===== config.mk =====
export PLATFORM = sky130hd
export DESIGN_NAME = keyRstCtrl
export DESIGN_NICKNAME = d
export VERILOG_FILES = /design/src/rtl/keyRstPkg.sv /design/src/rtl/keyRstDatapath.sv /design/src/rtl/keyRstControl.sv /design/src/rtl/keyRstCtrl.sv
export SDC_FILE = /design/constraint.sdc
export NUM_CORES = 1
export LEC_CHECK = 0
export BUFFER_PORTS_ARGS = -buffer_cell sky130_fd_sc_hd__clkbuf_2
export CELL_PAD_IN_SITES_DETAIL_PLACEMENT = 0
export CELL_PAD_IN_SITES_GLOBAL_PLACEMENT = 1
export CORE_ASPECT_RATIO = 2
export CORE_MARGIN = 2
export CORE_UTILIZATION = 47
export CTS_CLUSTER_SIZE = 14
export DETAILED_ROUTE_END_ITERATION = 7
export PLACE_DENSITY_LB_ADDON = 0.2
export SLEW_MARGIN = 20
export SYNTH_ARGS = -nofsm -noshare
export SYNTH_HDL_FRONTEND = slang
export SYNTH_SLANG_ARGS = --single-unit

===== constraint.sdc =====
create_clock -name clk -period 1.7 [get_ports clk]
set_input_delay 0.17 -clock clk [delete_from_list [all_inputs] [get_ports clk]]
set_output_delay 0.17 -clock clk [all_outputs]
set_load 0.02 [all_outputs]

===== src/rtl/keyRstPkg.sv =====
package keyRstPkg;

  typedef enum logic [1:0] {
    COMBO_OFF   = 2'd0,
    COMBO_K01   = 2'd1,
    COMBO_K012  = 2'd2,
    COMBO_K0123 = 2'd3
  } comboSel_e;

  // strobes from control into the datapath hold counter
  typedef struct packed {
    logic holdClear;
    logic holdStep;
  } ctlStrobes_t;

  function automatic logic [3:0] comboMask(comboSel_e sel);
    case (sel)
      COMBO_K01:   return 4'b0011;
      COMBO_K012:  return 4'b0111;
      COMBO_K0123: return 4'b1111;
      default:     return 4'b0000;
    endcase
  endfunction

endpackage


===== src/rtl/keyRstDatapath.sv =====
module keyRstDatapath
  import keyRstPkg::*;
#(
  parameter comboSel_e COMBO       = COMBO_K0123,
  parameter int        DIV_BITS    = 14,
  parameter int        FILT_CYCLES = 49,
  parameter int        HOLD_TICKS  = 2
) (
  input  logic        clk,
  input  logic        porN,
  input  logic        pinN,
  input  logic [3:0]  keysN,
  input  ctlStrobes_t ctl,
  output logic        tick2,
  output logic        tick1,
  output logic        pinHigh,
  output logic        filtOk,
  output logic        holdOk
);

  localparam int FW = $clog2(FILT_CYCLES + 1);
  localparam int HW = $clog2(HOLD_TICKS + 1);
  localparam logic [FW-1:0] FILT_MAX = FW'(FILT_CYCLES);
  localparam logic [HW-1:0] HOLD_MAX = HW'(HOLD_TICKS);
  localparam logic [3:0]    KMASK    = comboMask(COMBO);

  // free-running divider, cleared only at power-up
  logic [DIV_BITS:0] divCnt;

  always_ff @(posedge clk or negedge porN) begin
    if (!porN) divCnt <= '0;
    else       divCnt <= divCnt + 1'b1;
  end

  assign tick2 = &divCnt[DIV_BITS-1:0];
  assign tick1 = &divCnt;

  // pin release synchronizer, cleared asynchronously while the pin is low
  logic [1:0] pinSync;

  always_ff @(posedge clk or negedge pinN) begin
    if (!pinN) pinSync <= 2'b00;
    else       pinSync <= {pinSync[0], 1'b1};
  end

  assign pinHigh = pinSync[1];

  // combination detect
  logic keysLow;

  generate
    if (COMBO == COMBO_OFF) begin : gNoCombo
      assign keysLow = 1'b0;
    end else begin : gCombo
      assign keysLow = &((~keysN) | (~KMASK));
    end
  endgenerate

  // noise filter: consecutive low cycles, saturating
  logic [FW-1:0] filtCnt;

  always_ff @(posedge clk or negedge porN) begin
    if (!porN)              filtCnt <= '0;
    else if (!keysLow)      filtCnt <= '0;
    else if (filtCnt != FILT_MAX) filtCnt <= filtCnt + 1'b1;
  end

  assign filtOk = (filtCnt == FILT_MAX);

  // long-press qualification counter, stepped by control
  logic [HW-1:0] holdCnt;

  always_ff @(posedge clk or negedge porN) begin
    if (!porN)              holdCnt <= '0;
    else if (ctl.holdClear) holdCnt <= '0;
    else if (ctl.holdStep)  holdCnt <= holdCnt + 1'b1;
  end

  assign holdOk = (holdCnt == HOLD_MAX);

endmodule


===== src/rtl/keyRstControl.sv =====
module keyRstControl
  import keyRstPkg::*;
#(
  parameter bit HOLD_EN = 1'b1
) (
  input  logic        clk,
  input  logic        porN,
  input  logic        pinN,
  input  logic        tick2,
  input  logic        tick1,
  input  logic        pinHigh,
  input  logic        filtOk,
  input  logic        holdOk,
  output ctlStrobes_t ctl,
  output logic        rstOut,
  output logic        relEvt
);

  logic setN;
  logic keyReq;
  logic releaseNow;

  assign setN       = pinN & porN;
  assign keyReq     = HOLD_EN ? holdOk : filtOk;
  assign releaseNow = rstOut & ~keyReq & tick2 & pinHigh;

  always_comb begin
    ctl.holdClear = ~filtOk;
    ctl.holdStep  = filtOk & tick1 & ~holdOk;
  end

  // set/reset latch: asynchronous set, release on the slow strobe
  always_ff @(posedge clk or negedge setN) begin
    if (!setN)            rstOut <= 1'b1;
    else if (keyReq)      rstOut <= 1'b1;
    else if (releaseNow)  rstOut <= 1'b0;
  end

  always_ff @(posedge clk or negedge setN) begin
    if (!setN) relEvt <= 1'b0;
    else       relEvt <= releaseNow;
  end

endmodule


===== src/rtl/keyRstCtrl.sv =====
module keyRstCtrl
  import keyRstPkg::*;
#(
  parameter comboSel_e COMBO       = COMBO_K0123,
  parameter bit        HOLD_EN     = 1'b1,
  parameter int        DIV_BITS    = 14,
  parameter int        FILT_CYCLES = 49,
  parameter int        HOLD_TICKS  = 2
) (
  input  logic       clk,
  input  logic       porN,
  input  logic       pinN,
  input  logic [3:0] keysN,
  output logic       rstOut,
  output logic       relEvt
);

  ctlStrobes_t ctl;
  logic tick2, tick1, pinHigh, filtOk, holdOk;

  keyRstDatapath #(
    .COMBO(COMBO), .DIV_BITS(DIV_BITS),
    .FILT_CYCLES(FILT_CYCLES), .HOLD_TICKS(HOLD_TICKS)
  ) uDp (
    .clk(clk), .porN(porN), .pinN(pinN), .keysN(keysN), .ctl(ctl),
    .tick2(tick2), .tick1(tick1), .pinHigh(pinHigh),
    .filtOk(filtOk), .holdOk(holdOk)
  );

  keyRstControl #(.HOLD_EN(HOLD_EN)) uCtl (
    .clk(clk), .porN(porN), .pinN(pinN),
    .tick2(tick2), .tick1(tick1), .pinHigh(pinHigh),
    .filtOk(filtOk), .holdOk(holdOk), .ctl(ctl),
    .rstOut(rstOut), .relEvt(relEvt)
  );

endmodule


# Word-level counts from Yosys, hierarchy flattened
# Cells that the tools add are included.
word_totals:
  word_cells: 32
  inputBits: 7
  regBits: 27
  out_inout_bits: 2
classes:
  n_bitwise: 8
  muxes: 6
  reduce_logical: 4
  eq_ne: 5
  n_addsub: 3
ops:
  columns: ["cell", "n"]
  rows:
  - ["15-bit by 1-bit adder with 15-bit output, second input constant", 1]
  - ["15-bit AND reduction", 1]
  - ["14-bit AND reduction", 1]
  - ["6-bit two-way mux", 2]
  - ["6-bit by 1-bit adder with 6-bit output, second input constant", 1]
  - ["1-bit AND", 6]
  - ["6-bit == test, second input constant", 1]
  - ["6-bit inequality test, second input constant", 1]
  - ["2-bit two-way mux", 2]
  - ["2-bit inequality test, second input constant", 2]
  - ["4-bit inverter", 1]
  - ["4-bit AND reduction", 1]
  - ["2-bit by 1-bit adder with 2-bit output, second input constant", 1]
  - ["2-bit == test, second input constant", 1]
  - ["1-bit two-way mux", 2]
  - ["2-bit nonzero test", 1]
  - ["1-bit inverter", 1]

# Longest topological paths before layout
logic_depth:
  ltp_word: 7
  ltp_mapped: 5
  depth_no_buf: 5

# Hierarchy
# A second synthesis with hierarchy kept.
hier_totals:
  cells_unflattened: 106
  hier_area_um2: 1214.9
by_module_without_submodules:
  columns: ["module", "area_each_um2", "seq_area_each_um2", "cells_per_inst", "n_inst"]
  rows:
  - ["keyRstDatapath", 1122.3, 625.6, 97, 1]
  - ["keyRstControl", 92.6, 51.3, 9, 1]

# Worst setup path before layout
# Ideal clock, no wire load.
synth_timing:
  path_type: "register to register"
  start: "register uDp.divCnt[0]"
  end: "register uDp.holdCnt[1]"
  slack_ps: 318
  path_buffers: 0
  required_ps: 1577
  t_arrival_ps: 1260
  path_stages_with_launch: 6
  setup_ps: 123
  period_less_slack_ps: 1382
  cell_sequence: "dfrtp_1 ha_1 nand4_1 nor3_4 nand2_1 mux2i_1"
synth_between:
  elab_chain_len: 4
synth_rtl:
  columns: ["element", "line_no", "source"]
  rows:
  - ["from (decl)", "keyRstDatapath.sv:28", "logic [DIV_BITS:0] divCnt;"]
  - ["from (signal assigned)", "keyRstDatapath.sv:32", "else divCnt <= divCnt + 1'b1;"]
  - ["15-bit AND reduction", "keyRstDatapath.sv:36", "assign tick1 = &divCnt;"]
  - ["1-bit AND (2 in series)", "keyRstControl.sv:29", "ctl.holdStep = filtOk & tick1 & ~holdOk;"]
  - ["2-bit inequality test (no line)", null, null]
  - ["to (signal assigned)", "keyRstDatapath.sv:76", "else if (ctl.holdStep) holdCnt <= holdCnt + 1'b1;"]
  - ["to (decl)", "keyRstDatapath.sv:71", "logic [HW-1:0] holdCnt;"]
# No other way between the ends.
# A chain may end at the register's enable or synchronous reset.

# Worst setup path after layout
layout_timing:
  start: "register uDp.divCnt[1]"
  end: "register uDp.divCnt[10]"
layout_between:
  elab_chain_len: 1
layout_rtl:
  columns: ["element", "line_no"]
  rows:
  - ["15-bit by 1-bit adder with 15-bit output", "keyRstDatapath.sv:32"]
# No other way between the ends.

==> impl_metrics.xml <==
<?xml version="1.0" encoding="UTF-8"?>
<metrics>
  <group name="cts">
    <metric name="hold_buffers" unit="">2</metric>
    <metric name="cts_tree" unit="">done</metric>
    <metric name="h_tree_lvls" unit="">1</metric>
    <metric name="post_cts_resize_count" unit="">0</metric>
    <metric name="clock-sinks" unit="">27</metric>
    <metric name="cts-root-buf" unit="">clkbuf_8</metric>
    <metric name="cts_inserted_buffers" unit="">3</metric>
    <metric name="source_to_sink_clock_delay_at_the_later_pin_of_the_worst_skew_pair" unit="ns">0.27</metric>
    <metric name="clkSlewWorstSetupHoldPaths" unit="ns">0.09</metric>
    <metric name="post-cts-setup-buffer-count" unit="">0</metric>
    <metric name="clock_tree.buffer_depth" unit="">2</metric>
  </group>
  <group name="placement">
    <metric name="detailed_placement_wirelength_estimate" unit="mm">1.54</metric>
    <metric name="gp_congestion" unit="">0.788</metric>
    <metric name="place.detailed.instances" unit="">142</metric>
    <metric name="preCtsSetupSlack" unit="ns">0.161</metric>
    <metric name="numPortBuffers" unit="">8</metric>
  </group>
  <group name="floorplan">
    <metric name="die_area" unit="mm^2">0.00310</metric>
    <metric name="initial_core_utilization" unit="">0.490</metric>
    <metric name="io_pins" unit="">9</metric>
    <metric name="core_area" unit="mm^2">0.00254</metric>
    <metric name="dieWidth" unit="um">40.4</metric>
    <metric name="rows" unit="">26</metric>
    <metric name="die_y" unit="um">76.7</metric>
  </group>
  <group name="grt">
    <metric name="grt.total_usage" unit="">0.159</metric>
    <metric name="first_global_vias" unit="">853</metric>
    <metric name="grt_antenna_before_repair" unit="">0</metric>
    <metric name="grt_start_max_net_pins" unit="">17</metric>
    <metric name="residual_overflow_from_global_routing" unit="">0</metric>
    <metric name="wire_length_of_the_first_global_routing_pass" unit="mm">3.53</metric>
  </group>
  <group name="synthesis">
    <metric name="synth_enable_flop_cells" unit="">0</metric>
    <metric name="area_of_the_mapped_netlist" unit="mm^2">0.00124</metric>
    <metric name="dominant_combinational_cell_family_by_area_after_synthesis" unit="">simple AND/OR/NAND/NOR gates</metric>
    <metric name="async_reset_ff_frac" unit="">1.00</metric>
    <metric name="syn_area_per_cell" unit="um^2">11.8</metric>
    <metric name="synth_compound_area_frac" unit="">0.0252</metric>
    <metric name="most_common_cell_in_the_synthesized_netlist" unit="">dfrtp_1</metric>
    <metric name="ys_top_cells_by_count" unit="">dfrtp_1 (26), xor2_1 (12), nor2_1 (11), nand3_1 (8)</metric>
    <metric name="dominantRegCellSynth" unit="">dfrtp_1</metric>
    <metric name="synth.area.top_cells" unit="">dfrtp_1 (52%), xor2_1 (8.5%), xnor2_1 (4.2%)</metric>
    <metric name="yosys.area.top_type" unit="">dfrtp_1</metric>
    <metric name="synth_nets" unit="">116</metric>
    <metric name="post_synthesis_share_of_cell_area_spent_on_xor_and_xnor_gates" unit="">0.127</metric>
    <metric name="synth_cell_type_count" unit="">30</metric>
    <metric name="synth.mux.area_fraction" unit="">0.00806</metric>
    <metric name="synth_largest_type_area_fraction" unit="">0.524</metric>
    <metric name="synthCells" unit="">105</metric>
    <metric name="synth-adder-area-share" unit="">0.0403</metric>
    <metric name="synth-seq-area-share" unit="">0.545</metric>
    <metric name="post_synth_and_or_nand_nor_area_fraction" unit="">0.239</metric>
    <metric name="synth-warning-count" unit="">0</metric>
    <metric name="postSynthRegisterBits" unit="">27</metric>
  </group>
  <group name="pwr">
    <metric name="internal-power" unit="uW">824</metric>
    <metric name="share_seq_of_total_power" unit="">0.625</metric>
    <metric name="swShare" unit="">0.203</metric>
    <metric name="p_switching" unit="uW">210</metric>
    <metric name="fin_total_pwr" unit="uW">1030</metric>
    <metric name="power.density" unit="mW/mm^2">742</metric>
    <metric name="total_leakage_power" unit="uW">0.000697</metric>
    <metric name="combPwrFrac" unit="">0.027</metric>
    <metric name="power.clock.fraction" unit="">0.347</metric>
    <metric name="worst_ir_drop_vdd" unit="uV">426</metric>
  </group>
  <group name="worst_setup_path">
    <metric name="worstPathArrival" unit="ns">1.69</metric>
    <metric name="cp_data_required_time" unit="ns">1.86</metric>
    <metric name="crit_slowest_cell" unit="">dfrtp_1</metric>
    <metric name="timing.critical_path.from_type" unit="">flip-flop</metric>
    <metric name="cp-end-kind" unit="">flip-flop</metric>
    <metric name="setup.worst_path.class" unit="">reg2reg</metric>
    <metric name="cp_top_family" unit="">simple AND/OR/NAND/NOR gates</metric>
    <metric name="worst-path-max-fanout" unit="">4</metric>
    <metric name="path_buf_inv" unit="">0</metric>
    <metric name="cp_cell_sequence" unit="">ha_1 &gt; nand4_1 &gt; nor2_1 &gt; nand3_1 &gt; xnor2_1</metric>
    <metric name="critPathMaxStageDelay" unit="ns">0.42</metric>
  </group>
  <group name="status">
    <metric name="status" unit="">finished clean</metric>
  </group>
  <group name="finish">
    <metric name="final_net_count" unit="">132</metric>
    <metric name="num_antenna_cells" unit="">0</metric>
    <metric name="post_route_cells_drive_above_1_share" unit="">0.192</metric>
    <metric name="post-route-util" unit="">0.549</metric>
    <metric name="count_of_placed_standard_cells_in_the_final_layout_fillers_left_out" unit="">148</metric>
    <metric name="syn2layout_area_growth" unit="%">12.1</metric>
  </group>
  <group name="route">
    <metric name="total_wirelength_of_the_detailed_routed_design" unit="mm">2.01</metric>
    <metric name="ant_nets" unit="">0</metric>
    <metric name="detailroute.via_count" unit="">796</metric>
    <metric name="count_of_routing_violations_after_the_opening_detailed_route_iteration" unit="">7</metric>
    <metric name="wl_per_cell" unit="um">13.6</metric>
    <metric name="number_of_iterations_in_the_first_detailed_routing_pass" unit="">4</metric>
    <metric name="viasPerCell" unit="">5.38</metric>
    <metric name="drc" unit="">0</metric>
  </group>
  <group name="sta">
    <metric name="totalNegativeSetupSlack" unit="ns">0</metric>
    <metric name="timing_max_transition_violations_final" unit="">0</metric>
    <metric name="worst_setup_skew_after_layout" unit="ns">0.00153</metric>
    <metric name="timing.final.crit_period" unit="ns">1.53</metric>
    <metric name="ratio_of_final_minimum_period_to_clock_period" unit="">0.899</metric>
    <metric name="finalSetupViolations" unit="">0</metric>
    <metric name="post-route-worst-setup-slack" unit="ns">0.172</metric>
    <metric name="achievable-frequency" unit="GHz">0.655</metric>
    <metric name="rsz0062_at_grt" unit="">false</metric>
    <metric name="final_hold_viol_count" unit="">0</metric>
  </group>
  <group name="hold_path">
    <metric name="hold_class" unit="">in2async</metric>
  </group>
  <group name="job">
    <metric name="drv.max_cap_violation_count" unit="">0</metric>
  </group>
</metrics>
worst paths after layout:
path | startpoint | end | slack, ns | cells past startpoint
worst max register to register | uDp.divCnt[1]$_DFF_PN0_ | uDp.divCnt[10]$_DFF_PN0_ | 0.17 | 5
worst min register to register | uDp.pinSync[0]$_DFF_PN0_ | uDp.pinSync[1]$_DFF_PN0_ | 0.36 | 0
min in group clk | keysN[2] | uDp.filtCnt[0]$_DFFE_PN0P_ | 0.31 | 3
worst max-delay path | uDp.divCnt[1]$_DFF_PN0_ | uDp.divCnt[10]$_DFF_PN0_ | 0.17 | 5
worst min-delay path | pinN | uDp.pinSync[1]$_DFF_PN0_ | 0.21 | 2
max in group asynchronous | porN | uCtl.rstOut$_DFFE_PN1P_ | 0.84 | 3
flip-flops by register name (all words and copies together), names as in the netlist:
| signal | flops |
|---|---|
| uCtl.rstOut | 1 |
| uDp.pinSync | 2 |
| uCtl.relEvt | 1 |
| uDp.divCnt | 15 |
| uDp.holdCnt | 2 |
| uDp.filtCnt | 6 |
power by group through the flow:
stage / clock, uW / sequential [uW] / combinational, uW
6_report: 359 / 647 / 28.1
5_1_grt: 397 / 647 / 33.5
4_1_cts: 368 / 647 / 29.9
3_5_place_dp: 0 / 659 / 26.3
3_3_place_gp: 0 / 659 / 25.6
2_1_floorplan: 0 / 659 / 5.24
logic make-up (layout without fill, tap and decap cells):
logic type | Yosys count | after routing
simple gates | 46 | 46
flops | 27 | 27
xor+xnor | 18 | 18
fa+ha+maj | 4 | 4
compound gates | 4 | 4
buf+inv | 4 | 19
other cells | 1 | 1
mux | 1 | 1
metrics by stage:
stage	cell area, um^2	hold WS [ns]
after global routing	1390	0.231
after global placement	1330	-0.0350
final	1390	0.212
after CTS	1390	0.208
after detailed placement	1330	-0.0331
after floorplan	1240	-0.126
cells in the final DEF, fill, tap and decap left out, drive strengths merged, types with 6 or more instances in the layout:
master / count
clkbuf: 12
xnor2: 6
nand2: 6
dfrtp: 26
nor2: 11
xor2: 12
nand3: 9
layer usage:
layer / global-route usage / vias up / wire [um]
met3: 0.0260 / 5 / 50
met5: 0 / - / 0
met1: 0.187 / 397 / 797
met2: 0.263 / 12 / 1110
li1: - / 382 / -
met4: 0.0700 / 0 / 46
final cells by class:
type	count	area [um^2]
Fill cell	236	1140
Sequential cell	27	677
Multi-Input combinational cell	74	549
Timing Repair Buffer	12	75.1
Clock buffer	4	45.0
Tap cell	28	35.0
Inverter	3	11.3
Note: power is estimated with default switching activity, not from simulation.
